## src/rtl/mc_rx_fifo.sv

```systemverilog
module mc_rx_fifo #(
  parameter int NCH   = 4,
  parameter int DEPTH = 8,
  parameter int DW    = 32,
  parameter int CHW   = 8,
  parameter int BLEN  = 4
) (
  input  logic           clk,
  input  logic           rst_n,
  input  logic [CHW-1:0] rd_ch,
  input  logic           rd_stat_req,
  input  logic           rd_data_req,
  output logic           rd_ack,
  output logic           rd_err,
  output logic           rd_ch_valid,
  output logic [DW-1:0]  rd_data,
  input  logic [CHW-1:0] wr_ch,
  output logic           wr_ch_valid,
  input  logic           wr_burst,
  input  logic           wr_req,
  output logic           wr_ack,
  output logic           wr_err,
  input  logic [DW-1:0]  wr_data,
  output logic           wr_half_full,
  output logic           wr_almost_full,
  output logic           wr_full,
  output logic [7:0]     wr_vacancy
);
  localparam int CW = $clog2(NCH);
  localparam int PW = $clog2(DEPTH);
  localparam int OW = $clog2(DEPTH + 1);
  localparam int BW = $clog2(BLEN);

  typedef enum logic [1:0] {W_IDLE, W_BURST, W_WAIT} wst_t;

  logic [DW-1:0]  mem [NCH*DEPTH];
  logic [PW-1:0]  wp [NCH];
  logic [PW-1:0]  rp [NCH];
  logic [OW-1:0]  occ [NCH];
  logic [CHW-1:0] wch_q, rch_q;
  logic           live_q;
  wst_t           wst, wst_nxt;
  logic [BW-1:0]  bcnt, bcnt_nxt;

  logic [CW-1:0] wci, rci;
  logic [OW-1:0] w_occ, r_occ;
  logic          w_take, w_refuse, r_pop;

  assign wci = wch_q[CW-1:0];
  assign rci = rch_q[CW-1:0];
  assign w_occ = occ[wci];
  assign r_occ = occ[rci];

  assign wr_ch_valid = live_q && (wr_ch == wch_q) && (wr_ch < CHW'(NCH));
  assign rd_ch_valid = live_q && (rd_ch == rch_q) && (rd_ch < CHW'(NCH));

  assign wr_full        = (w_occ == OW'(DEPTH));
  assign wr_almost_full = (w_occ >= OW'(DEPTH - 1));
  assign wr_half_full   = (w_occ >= OW'(DEPTH / 2));
  assign wr_vacancy     = 8'(DEPTH) - 8'(w_occ);

  always_comb begin
    w_take   = 1'b0;
    w_refuse = 1'b0;
    wst_nxt  = wst;
    bcnt_nxt = bcnt;
    case (wst)
      W_IDLE:
        if (wr_ch_valid && wr_req) begin
          if (wr_full) begin
            w_refuse = 1'b1;
            wst_nxt  = W_WAIT;
          end else begin
            w_take = 1'b1;
            if (wr_burst) begin
              wst_nxt  = W_BURST;
              bcnt_nxt = BW'(1);
            end else begin
              wst_nxt = W_WAIT;
            end
          end
        end
      W_BURST:
        if (!(wr_ch_valid && wr_req)) begin
          wst_nxt = W_IDLE;
        end else if (wr_full) begin
          w_refuse = 1'b1;
          wst_nxt  = W_WAIT;
        end else begin
          w_take = 1'b1;
          if (bcnt == BW'(BLEN - 1)) wst_nxt = W_WAIT;
          else bcnt_nxt = bcnt + BW'(1);
        end
      default:
        if (!wr_req) wst_nxt = W_IDLE;
    endcase
  end

  assign wr_ack = w_take;
  assign wr_err = w_refuse;

  function automatic logic [DW-1:0] stat_word(input logic [OW-1:0] n);
    logic [DW-1:0] s;
    s = '0;
    s[DW-1] = (n == '0);
    s[DW-2] = (n <= OW'(1));
    s[DW-3] = (n <= OW'(DEPTH / 2));
    s[7:0]  = 8'(n);
    return s;
  endfunction

  assign r_pop  = rd_ch_valid && !rd_stat_req && rd_data_req && (r_occ != '0);
  assign rd_ack = (rd_ch_valid && rd_stat_req) || r_pop;
  assign rd_err = rd_ch_valid && !rd_stat_req && rd_data_req && (r_occ == '0);
  assign rd_data = (rd_ch_valid && rd_stat_req) ? stat_word(r_occ) :
                   r_pop ? mem[{rci, rp[rci]}] : '0;

  always_ff @(posedge clk or negedge rst_n) begin
    if (!rst_n) begin
      wch_q  <= '0;
      rch_q  <= '0;
      live_q <= 1'b0;
      wst    <= W_IDLE;
      bcnt   <= '0;
    end else begin
      wch_q  <= wr_ch;
      rch_q  <= rd_ch;
      live_q <= 1'b1;
      wst    <= wst_nxt;
      bcnt   <= bcnt_nxt;
    end
  end

  for (genvar c = 0; c < NCH; c++) begin : g_ch
    logic push_c, pop_c;
    assign push_c = w_take && (wci == CW'(c));
    assign pop_c  = r_pop && (rci == CW'(c));
    always_ff @(posedge clk or negedge rst_n) begin
      if (!rst_n) begin
        wp[c]  <= '0;
        rp[c]  <= '0;
        occ[c] <= '0;
      end else begin
        if (push_c) wp[c] <= wp[c] + PW'(1);
        if (pop_c)  rp[c] <= rp[c] + PW'(1);
        if (push_c && !pop_c) occ[c] <= occ[c] + OW'(1);
        else if (pop_c && !push_c) occ[c] <= occ[c] - OW'(1);
      end
    end
  end

  always_ff @(posedge clk) begin
    if (w_take) mem[{wci, wp[wci]}] <= wr_data;
  end

  a_r2_wr_quiet: assert property (@(posedge clk) disable iff (!rst_n)
    !wr_ch_valid |-> !wr_ack && !wr_err);
  a_r2_rd_quiet: assert property (@(posedge clk) disable iff (!rst_n)
    !rd_ch_valid |-> !rd_ack && !rd_err);
  a_r3_stat_same_cycle: assert property (@(posedge clk) disable iff (!rst_n)
    (rd_ch_valid && rd_stat_req) |-> rd_ack && !rd_err);
  a_r4_single_once: assert property (@(posedge clk) disable iff (!rst_n)
    (wr_ack && wst == W_IDLE && !wr_burst) |=> !wr_ack);
  a_r5_burst_cap: assert property (@(posedge clk) disable iff (!rst_n)
    (wr_ack && $past(wr_ack) && $past(wr_ack, 2) && $past(wr_ack, 3)) |=> !wr_ack);
  a_r6_full_refused: assert property (@(posedge clk) disable iff (!rst_n)
    (wr_ch_valid && wr_full) |-> !wr_ack);
  a_r8_err_exclusive: assert property (@(posedge clk) disable iff (!rst_n)
    rd_err |-> !rd_ack && !rd_stat_req);
  a_r9_full_flags: assert property (@(posedge clk) disable iff (!rst_n)
    wr_full |-> wr_almost_full && wr_half_full && wr_vacancy == 8'd0);
endmodule

```

## config.mk

```make
export PLATFORM = sky130hd
export DESIGN_NAME = mc_rx_fifo
export DESIGN_NICKNAME = d
export VERILOG_FILES = /design/src/rtl/mc_rx_fifo.sv
export SDC_FILE = /design/constraint.sdc
export NUM_CORES = 1
export LEC_CHECK = 0
export ABC_CLOCK_PERIOD_IN_PS = 12800
export BUFFER_PORTS_ARGS = -buffer_cell sky130_fd_sc_hd__buf_2
export CORE_ASPECT_RATIO = 0.6
export CORE_MARGIN = 10
export CORE_UTILIZATION = 56
export DETAILED_ROUTE_END_ITERATION = 10
export GPL_TIMING_DRIVEN = 0
export HOLD_SLACK_MARGIN = 0.05
export PLACE_DENSITY = 0.73
export SETUP_SLACK_MARGIN = 0.4
export SLEW_MARGIN = 20
export SYNTH_ARGS = -nofsm -noshare
export SYNTH_HDL_FRONTEND = slang
export SYNTH_SLANG_ARGS = --single-unit
```

## constraint.sdc

```tcl
create_clock -name clk -period 12.8 [get_ports clk]
set_clock_uncertainty 0.15 [all_clocks]
set_input_delay 1.92 -clock clk [delete_from_list [all_inputs] [get_ports clk]]
set_output_delay 1.92 -clock clk [all_outputs]
set_load 0.05 [all_outputs]
```

-- Word level (Yosys, flattened, before mapping)
Memories as Yosys holds them, arrays and structs flattened.
Cells that the tools add are included.
W data, S select, Z words.
- flip-flop bits (word level): 61
- memory bits (writable): 1024
- bits of input ports: 54
- output and inout port bits: 49
- word-level logic and storage cells: 159
- memories kept: 1
- add/sub/neg operators: 18
- $lt $le $gt $ge: 8
- equal/unequal tests: 19
- muxes and demuxes: 45
- bitwise gates (word level): 2
- reduce and logical (&&, ||, !) cells: 49
- memories (memory ; depth ; bits a word ; read ports ; clocked after memory_dff ; write ports ; line ; source):
    mem ; 32 ; 32 ; 1 ; 0 ; 1 ; 36 ; logic [DW-1:0] mem [NCH*DEPTH];
- operator list (operator ; count):
    $mux W32 ; 2
    $mux W4 ; 12
    $logic_and A1 B1 Y1 ; 26
    $mux W2 ; 13
    $add A3 B1 Y3 const B ; 8
    $add A4 B1 Y4 const B ; 4
    $bmux W4 S2 ; 2
    $eq A8 B8 Y1 ; 2
    $lt A8 B3 Y1 const B ; 2
    $sub A4 B1 Y4 const B ; 4
    $bmux W3 S2 ; 2
    $mux W3 ; 4
    $ne A2 B2 Y1 const B ; 6
    $eq A2 B2 Y1 const B ; 5
    $reduce_bool A2 Y1 ; 5
    $logic_not A1 Y1 ; 9
    $ge A4 B3 Y1 const B ; 2
    $mux W1 ; 8
    $pmux W2 S2 ; 2
    $reduce_and A7 Y1 ; 1
    $eq A2 B1 Y1 const B ; 3
    $ge A3 B3 Y1 const B ; 2
    $logic_not A2 Y1 ; 3
    $not A2 Y3 ; 2
    other kinds (12) ; 12

-- Logic depth before layout (Yosys ltp)
- depth in word-level cells: 13
- mapped depth: 18
- mapped depth without buffers: 15

-- Worst setup path after synthesis
No wires, ideal clock.
- path type: input port to output port
- from: input rd_ch[2]
- to: output rd_data[29]
- data arrival time: 5004 ps
- required time: 10730 ps
- setup slack: 5726 ps
- cell stages on the path: 8
- buffers on the path: 2
- cells stage by stage: nor4_1 -> nand4_1 -> nor2_1 -> nor4bb_1 -> buf_2 -> buf_2 -> o21ai_0 -> o31ai_1
- word-level cells in the longest chain between the ends: 8
- elaborated cells on any way between the ends: 10
- classes of those cells: 1 x order compare; 1 x eq/ne; 2 x mux; 6 x reduce/logical
- ends and longest elaborated chain (element ; line ; source):
    from (decl) ; 10 ; input logic [CHW-1:0] rd_ch,
    branches (longest 2 deep; another with $lt A8 B3 Y1) ; n/a ;
    $logic_and A1 B1 Y1 (*) ; 55 ; assign rd_ch_valid = live_q && (rd_ch == rch_q) && (rd_ch < CHW'(NCH));
    via rd_ch_valid ; 15 ; output logic rd_ch_valid,
    $logic_and A1 B1 Y1 (3 in a row) ; 112 ; assign r_pop = rd_ch_valid && !rd_stat_req && rd_data_req && (r_occ != '0);
    $mux W32 ; 116 ; r_pop ? mem[{rci, rp[rci]}] : '0;
    $mux W32 (*) ; 115 ; assign rd_data = (rd_ch_valid && rd_stat_req) ? stat_word(r_occ) :
    to (decl) ; 16 ; output logic [DW-1:0] rd_data,
Mark *: on every way through the listed nets, which the timed path passes.

-- Worst setup path in the final report
- from: input rd_ch[2]
- to: output rd_data[25]
- word-level cells in the longest chain between the ends: 8
- elaborated cells on any way between the ends: 10
- classes of those cells: 1 x order compare; 1 x eq/ne; 2 x mux; 6 x reduce/logical
- ends and longest elaborated chain (element ; line):
    branches (longest 2 deep; another with $lt A8 B3 Y1) ; n/a
    $logic_and A1 B1 Y1 (*) ; 55
    $logic_and A1 B1 Y1 (3 in a row) ; 112
    $mux W32 ; 116
    $mux W32 (*) ; 115
Mark *: on every way between the ends.

==> results.txt <==
- Status: finished, final reports clean
- Multi-input logic area: 10700 µm²
* Maximum operating frequency: 0.128 GHz
* Buffers on Ports: 102
- In the routed design, unresolved DRC markers number 0.
- In this run the cell area of the synthesized design comes to 43800 µm².
- Clock-pin slew was measured on the worst setup and hold paths at 60 ps.
- By instance count, the leading cell after synthesis is sky130_fd_sc_hd__edfxtp_1.
- Synthesis produced 2739 cells.
- Once the floorplan was initialized, standard cells occupied 56.5% of the core.
- Worst setup path startpoint: rd_ch[2]
- Number of nets with antenna violations after routing: 0
- CTS tree: yes
* Boundary Pins: 103
- Count of vias placed by the detailed router: 26464
* Number of synthesis warnings: 0
- Of the cells placed in the final design, the portion with a size suffix greater than 1 is 18.0%.
- Number of rows created at floorplan: 79
* Top Usage Layer GRT: met1
* Synthesis-to-finish area growth: 13.6%
* Synth top area cells: sky130_fd_sc_hd__edfxtp_1, sky130_fd_sc_hd__dfrtp_1, sky130_fd_sc_hd__mux4_2
- Transition time at the pin with the least slew margin: 1210 ps
* Clock Tree Buf Depth: 3
- First-pass GRT wire length: 177000 µm
* Number of global-route vias before repair: 25795
* Arrival time of the worst setup path: 5760 ps
* Post-CTS Setup Repair Bufs: 0
- Number of pins exceeding their max-slew limit in the final report: 0
- The root buffer cell chosen for the clock tree is sky130_fd_sc_hd__clkbuf_16.
- Total Negative Setup Slacks: 0 ps
* Share of the synthesized area in the top cell type: 70.2%
- Setup slack of the critical path after layout: 4970 ps
- Rel. slew slack: 19.5%
- Max Cap Viol: 0
- Summed over all instances, the cell type with the most area after synthesis is sky130_fd_sc_hd__edfxtp_1.
- The first detailed-routing pass ran for 6 iterations.
* Hold violation count in the final report: 0
* Die height: 237 µm
- Synthesized netlist net count: 2820
* Post_cts resized: 0
- After floorplanning, the core was sized to cover 77500 µm².
- Counting I/O delays and the setup requirement, the final critical path takes 7830 ps.
- The most critical setup path has its endpoint at rd_data[25].
- Worst reg2reg startpoint: wch_q[0]$_DFF_PN0_
- Seq/Total Area, Yosys: 73.7%
- Summed over all cells, the static leakage comes to 0.0167 µW.
- The worst setup path is captured at a primary output.
- Ranking of synthesized cells by instance count: sky130_fd_sc_hd__edfxtp_1, sky130_fd_sc_hd__nand2_1, sky130_fd_sc_hd__a211oi_1
- Yosys mapped the design onto 64 distinct sky130hd cell types.
* Met1 track demand over resource: 38.1%
* Number of sinks driven by the clock tree: 1085
- At the placement stage, the worst setup path has a slack of 5150 ps.
* Worst R2R Path Depth: 11
- Synthesized area per cell: 16.0 µm²
- Max FO, Critical Path: 10
- For flop-to-flop paths, the worst setup slack is 7780 ps.
- The clock reaches the later pin of the worst-skew pair after 690 ps.
- Routed WL: 123000 µm
* Worst setup SP type: input port
* Initial antenna violation count: 2
- The worst setup path is of the input port to primary output kind.
* Peak supply drop: 0.000115 V
- Number of enable flip-flop cells after synthesis: 1024
* Global routing usage on met2: 36.5%
- Die area: 90100 µm²
- Number of buffers created by CTS: 93
- Detailed placement ended at an HPWL of 87200 µm.
* Sequential cell area in the final layout: 32300 µm²
- Fraction of registers with async set/reset: 5.62%
- Mean routed wirelength per cell: 30.0 µm
- The worst path uses 61.2% of the clock period.
- Final instance area: 49700 µm²
- The die is 381 µm wide.
- The H-tree was split into 3 levels.
* Global routing usage on met3: 13.2%
* Unrepaired setup endpoints after global routing: no
- Initial detailed-routing violation count: 3734
* Number of vias per cell after detailed routing: 6.45
- Summing all placed instances gives a cell area of 46700 µm².
* Count of nets after finishing: 3050
- Filler cell count in the final layout: 5291
- Setup violators final: 0
* Maximum number of pins on one net before global-route repair: 62
- The worst hold path belongs to the class flip-flop to flip-flop.
- Worst hold slack: 356 ps
- Once layout is complete, the utilization of the core stands at 64.2%.
- Overall routing resource usage: 26.9%
- Summed over all layers, the global routing overflow is 0.
* Worst reg2reg endpoint: mem[15][12]$_DFFE_PP_
- At the end of routability-driven placement, the weighted congestion stood at 0.933.
- Among all flip-flop cells after synthesis, the most frequent one is sky130_fd_sc_hd__edfxtp_1.
* Flip-flop and latch count after synthesis: 1085
- Data required time at the worst endpoint: 10730 ps
- Hold repair after CTS inserted 0 buffers.
* Ratio of total power to cell area: 137 nW/µm²
area by class of cell:
type | count | area share (%)
multi-input cells | 1465 | 21.5
clock inverters | 54 | 1.03
repair buffers | 135 | 2.74
diodes | 1 | 0.00503
clock buffers | 119 | 5.04
inverters | 10 | 0.0755
well taps | 1053 | 2.65
plain buffers | 179 | 2.03
flip-flops and latches | 1085 | 64.9
where the power goes:
part | switching (µW) | internal [µW]
sequential | 1.64 | 3880
combinational | 92.5 | 16.7
clock | 1270 | 1570
total | 1370 | 5470
through the flow:
stage / total power [µW] / cells
6_report: 6840 / 4101
5_1_grt: 7000 / 4100
4_1_cts: 6840 / 4100
3_5_place_dp: 4060 / 3927
3_3_place_gp: 4060 / 3894
2_1_floorplan: 3980 / 2739
layer usage:
| metal | wire length (µm) | vias to the layer above |
|---|---|---|
| met5 | 38 | - |
| met2 | 49900 | 1806 |
| met4 | 3280 | 4 |
| met3 | 21300 | 255 |
| li1 | - | 11099 |
| met1 | 48600 | 13300 |
worst min path at each step:
stage                              from             endpoint  slack [ps]  depth (start not counted)
finish                wp[0]$_DFFE_PN0P_    wp[0]$_DFFE_PN0P_         360                          1
global route        occ[15]$_DFFE_PN0P_  occ[15]$_DFFE_PN0P_         360                          1
CTS                 occ[15]$_DFFE_PN0P_  occ[15]$_DFFE_PN0P_         360                          1
detailed placement  occ[15]$_DFFE_PN0P_  occ[15]$_DFFE_PN0P_         340                          1
global placement      wp[6]$_DFFE_PN0P_    wp[6]$_DFFE_PN0P_         330                          1
floorplan            occ[7]$_DFFE_PN0P_   occ[7]$_DFFE_PN0P_         300                          1
layout by cell type (no fill, tap or decap), types with 6 or more instances in the layout:
| cell type | n |
|---|---|
| sky130_fd_sc_hd__nand4_1 | 27 |
| sky130_fd_sc_hd__a32o_1 | 6 |
| sky130_fd_sc_hd__nand2_1 | 360 |
| sky130_fd_sc_hd__dfrtp_1 | 61 |
| sky130_fd_sc_hd__a21o_1 | 10 |
| sky130_fd_sc_hd__mux2_2 | 18 |
| sky130_fd_sc_hd__clkinvlp_4 | 6 |
| sky130_fd_sc_hd__a21oi_1 | 39 |
| sky130_fd_sc_hd__bufinv_16 | 9 |
| sky130_fd_sc_hd__mux2_1 | 6 |
| sky130_fd_sc_hd__clkbuf_1 | 83 |
| sky130_fd_sc_hd__mux2i_1 | 107 |
| sky130_fd_sc_hd__nor2_4 | 32 |
| sky130_fd_sc_hd__a31oi_1 | 103 |
| sky130_fd_sc_hd__buf_6 | 24 |
| sky130_fd_sc_hd__nor2b_1 | 108 |
| sky130_fd_sc_hd__mux2_4 | 9 |
| sky130_fd_sc_hd__a211oi_1 | 157 |
| sky130_fd_sc_hd__buf_4 | 21 |
| sky130_fd_sc_hd__edfxtp_1 | 1024 |
| sky130_fd_sc_hd__xnor2_1 | 28 |
| sky130_fd_sc_hd__buf_2 | 170 |
| sky130_fd_sc_hd__ha_1 | 23 |
| sky130_fd_sc_hd__xor2_1 | 9 |
| sky130_fd_sc_hd__nor2_1 | 25 |
| sky130_fd_sc_hd__o21ai_0 | 54 |
| sky130_fd_sc_hd__a2111oi_2 | 25 |
| sky130_fd_sc_hd__and2_1 | 56 |
| sky130_fd_sc_hd__clkinv_2 | 18 |
| sky130_fd_sc_hd__o22ai_1 | 51 |
| sky130_fd_sc_hd__clkinv_1 | 17 |
| sky130_fd_sc_hd__mux4_2 | 64 |
| sky130_fd_sc_hd__clkbuf_16 | 96 |
| sky130_fd_sc_hd__nand3_1 | 70 |
| sky130_fd_sc_hd__buf_16 | 27 |
| sky130_fd_sc_hd__inv_1 | 10 |
critical path, stage by stage:
cell and delay (ps):
sky130_fd_sc_hd__buf_2 110, sky130_fd_sc_hd__nor4_1 300, sky130_fd_sc_hd__nand4_1 150, sky130_fd_sc_hd__nor2_1 230
sky130_fd_sc_hd__nor4bb_1 290, sky130_fd_sc_hd__buf_2 380, sky130_fd_sc_hd__clkbuf_1 570, sky130_fd_sc_hd__nand4_1 570
sky130_fd_sc_hd__a2111oi_2 830, sky130_fd_sc_hd__buf_2 400
state kept, by name, summed over array words and instances, names as in the netlist:
| name | cells |
|---|---|
| wp | 12 |
| rp | 12 |
| wst | 2 |
| bcnt | 2 |
| rch_q | 8 |
| live_q | 1 |
| wch_q | 8 |
| mem | 1024 |
| occ | 16 |
kinds of logic after synthesis:
logic type | share of synthesized area [%]
xor+xnor | 0.778
simple gates | 7.71
compound gates | 7.78
fa+ha+maj | 0.840
flops | 73.7
other cells | 0.00857
buf+inv | 2.39
mux | 6.75
Power figures use the tool's default switching activity.
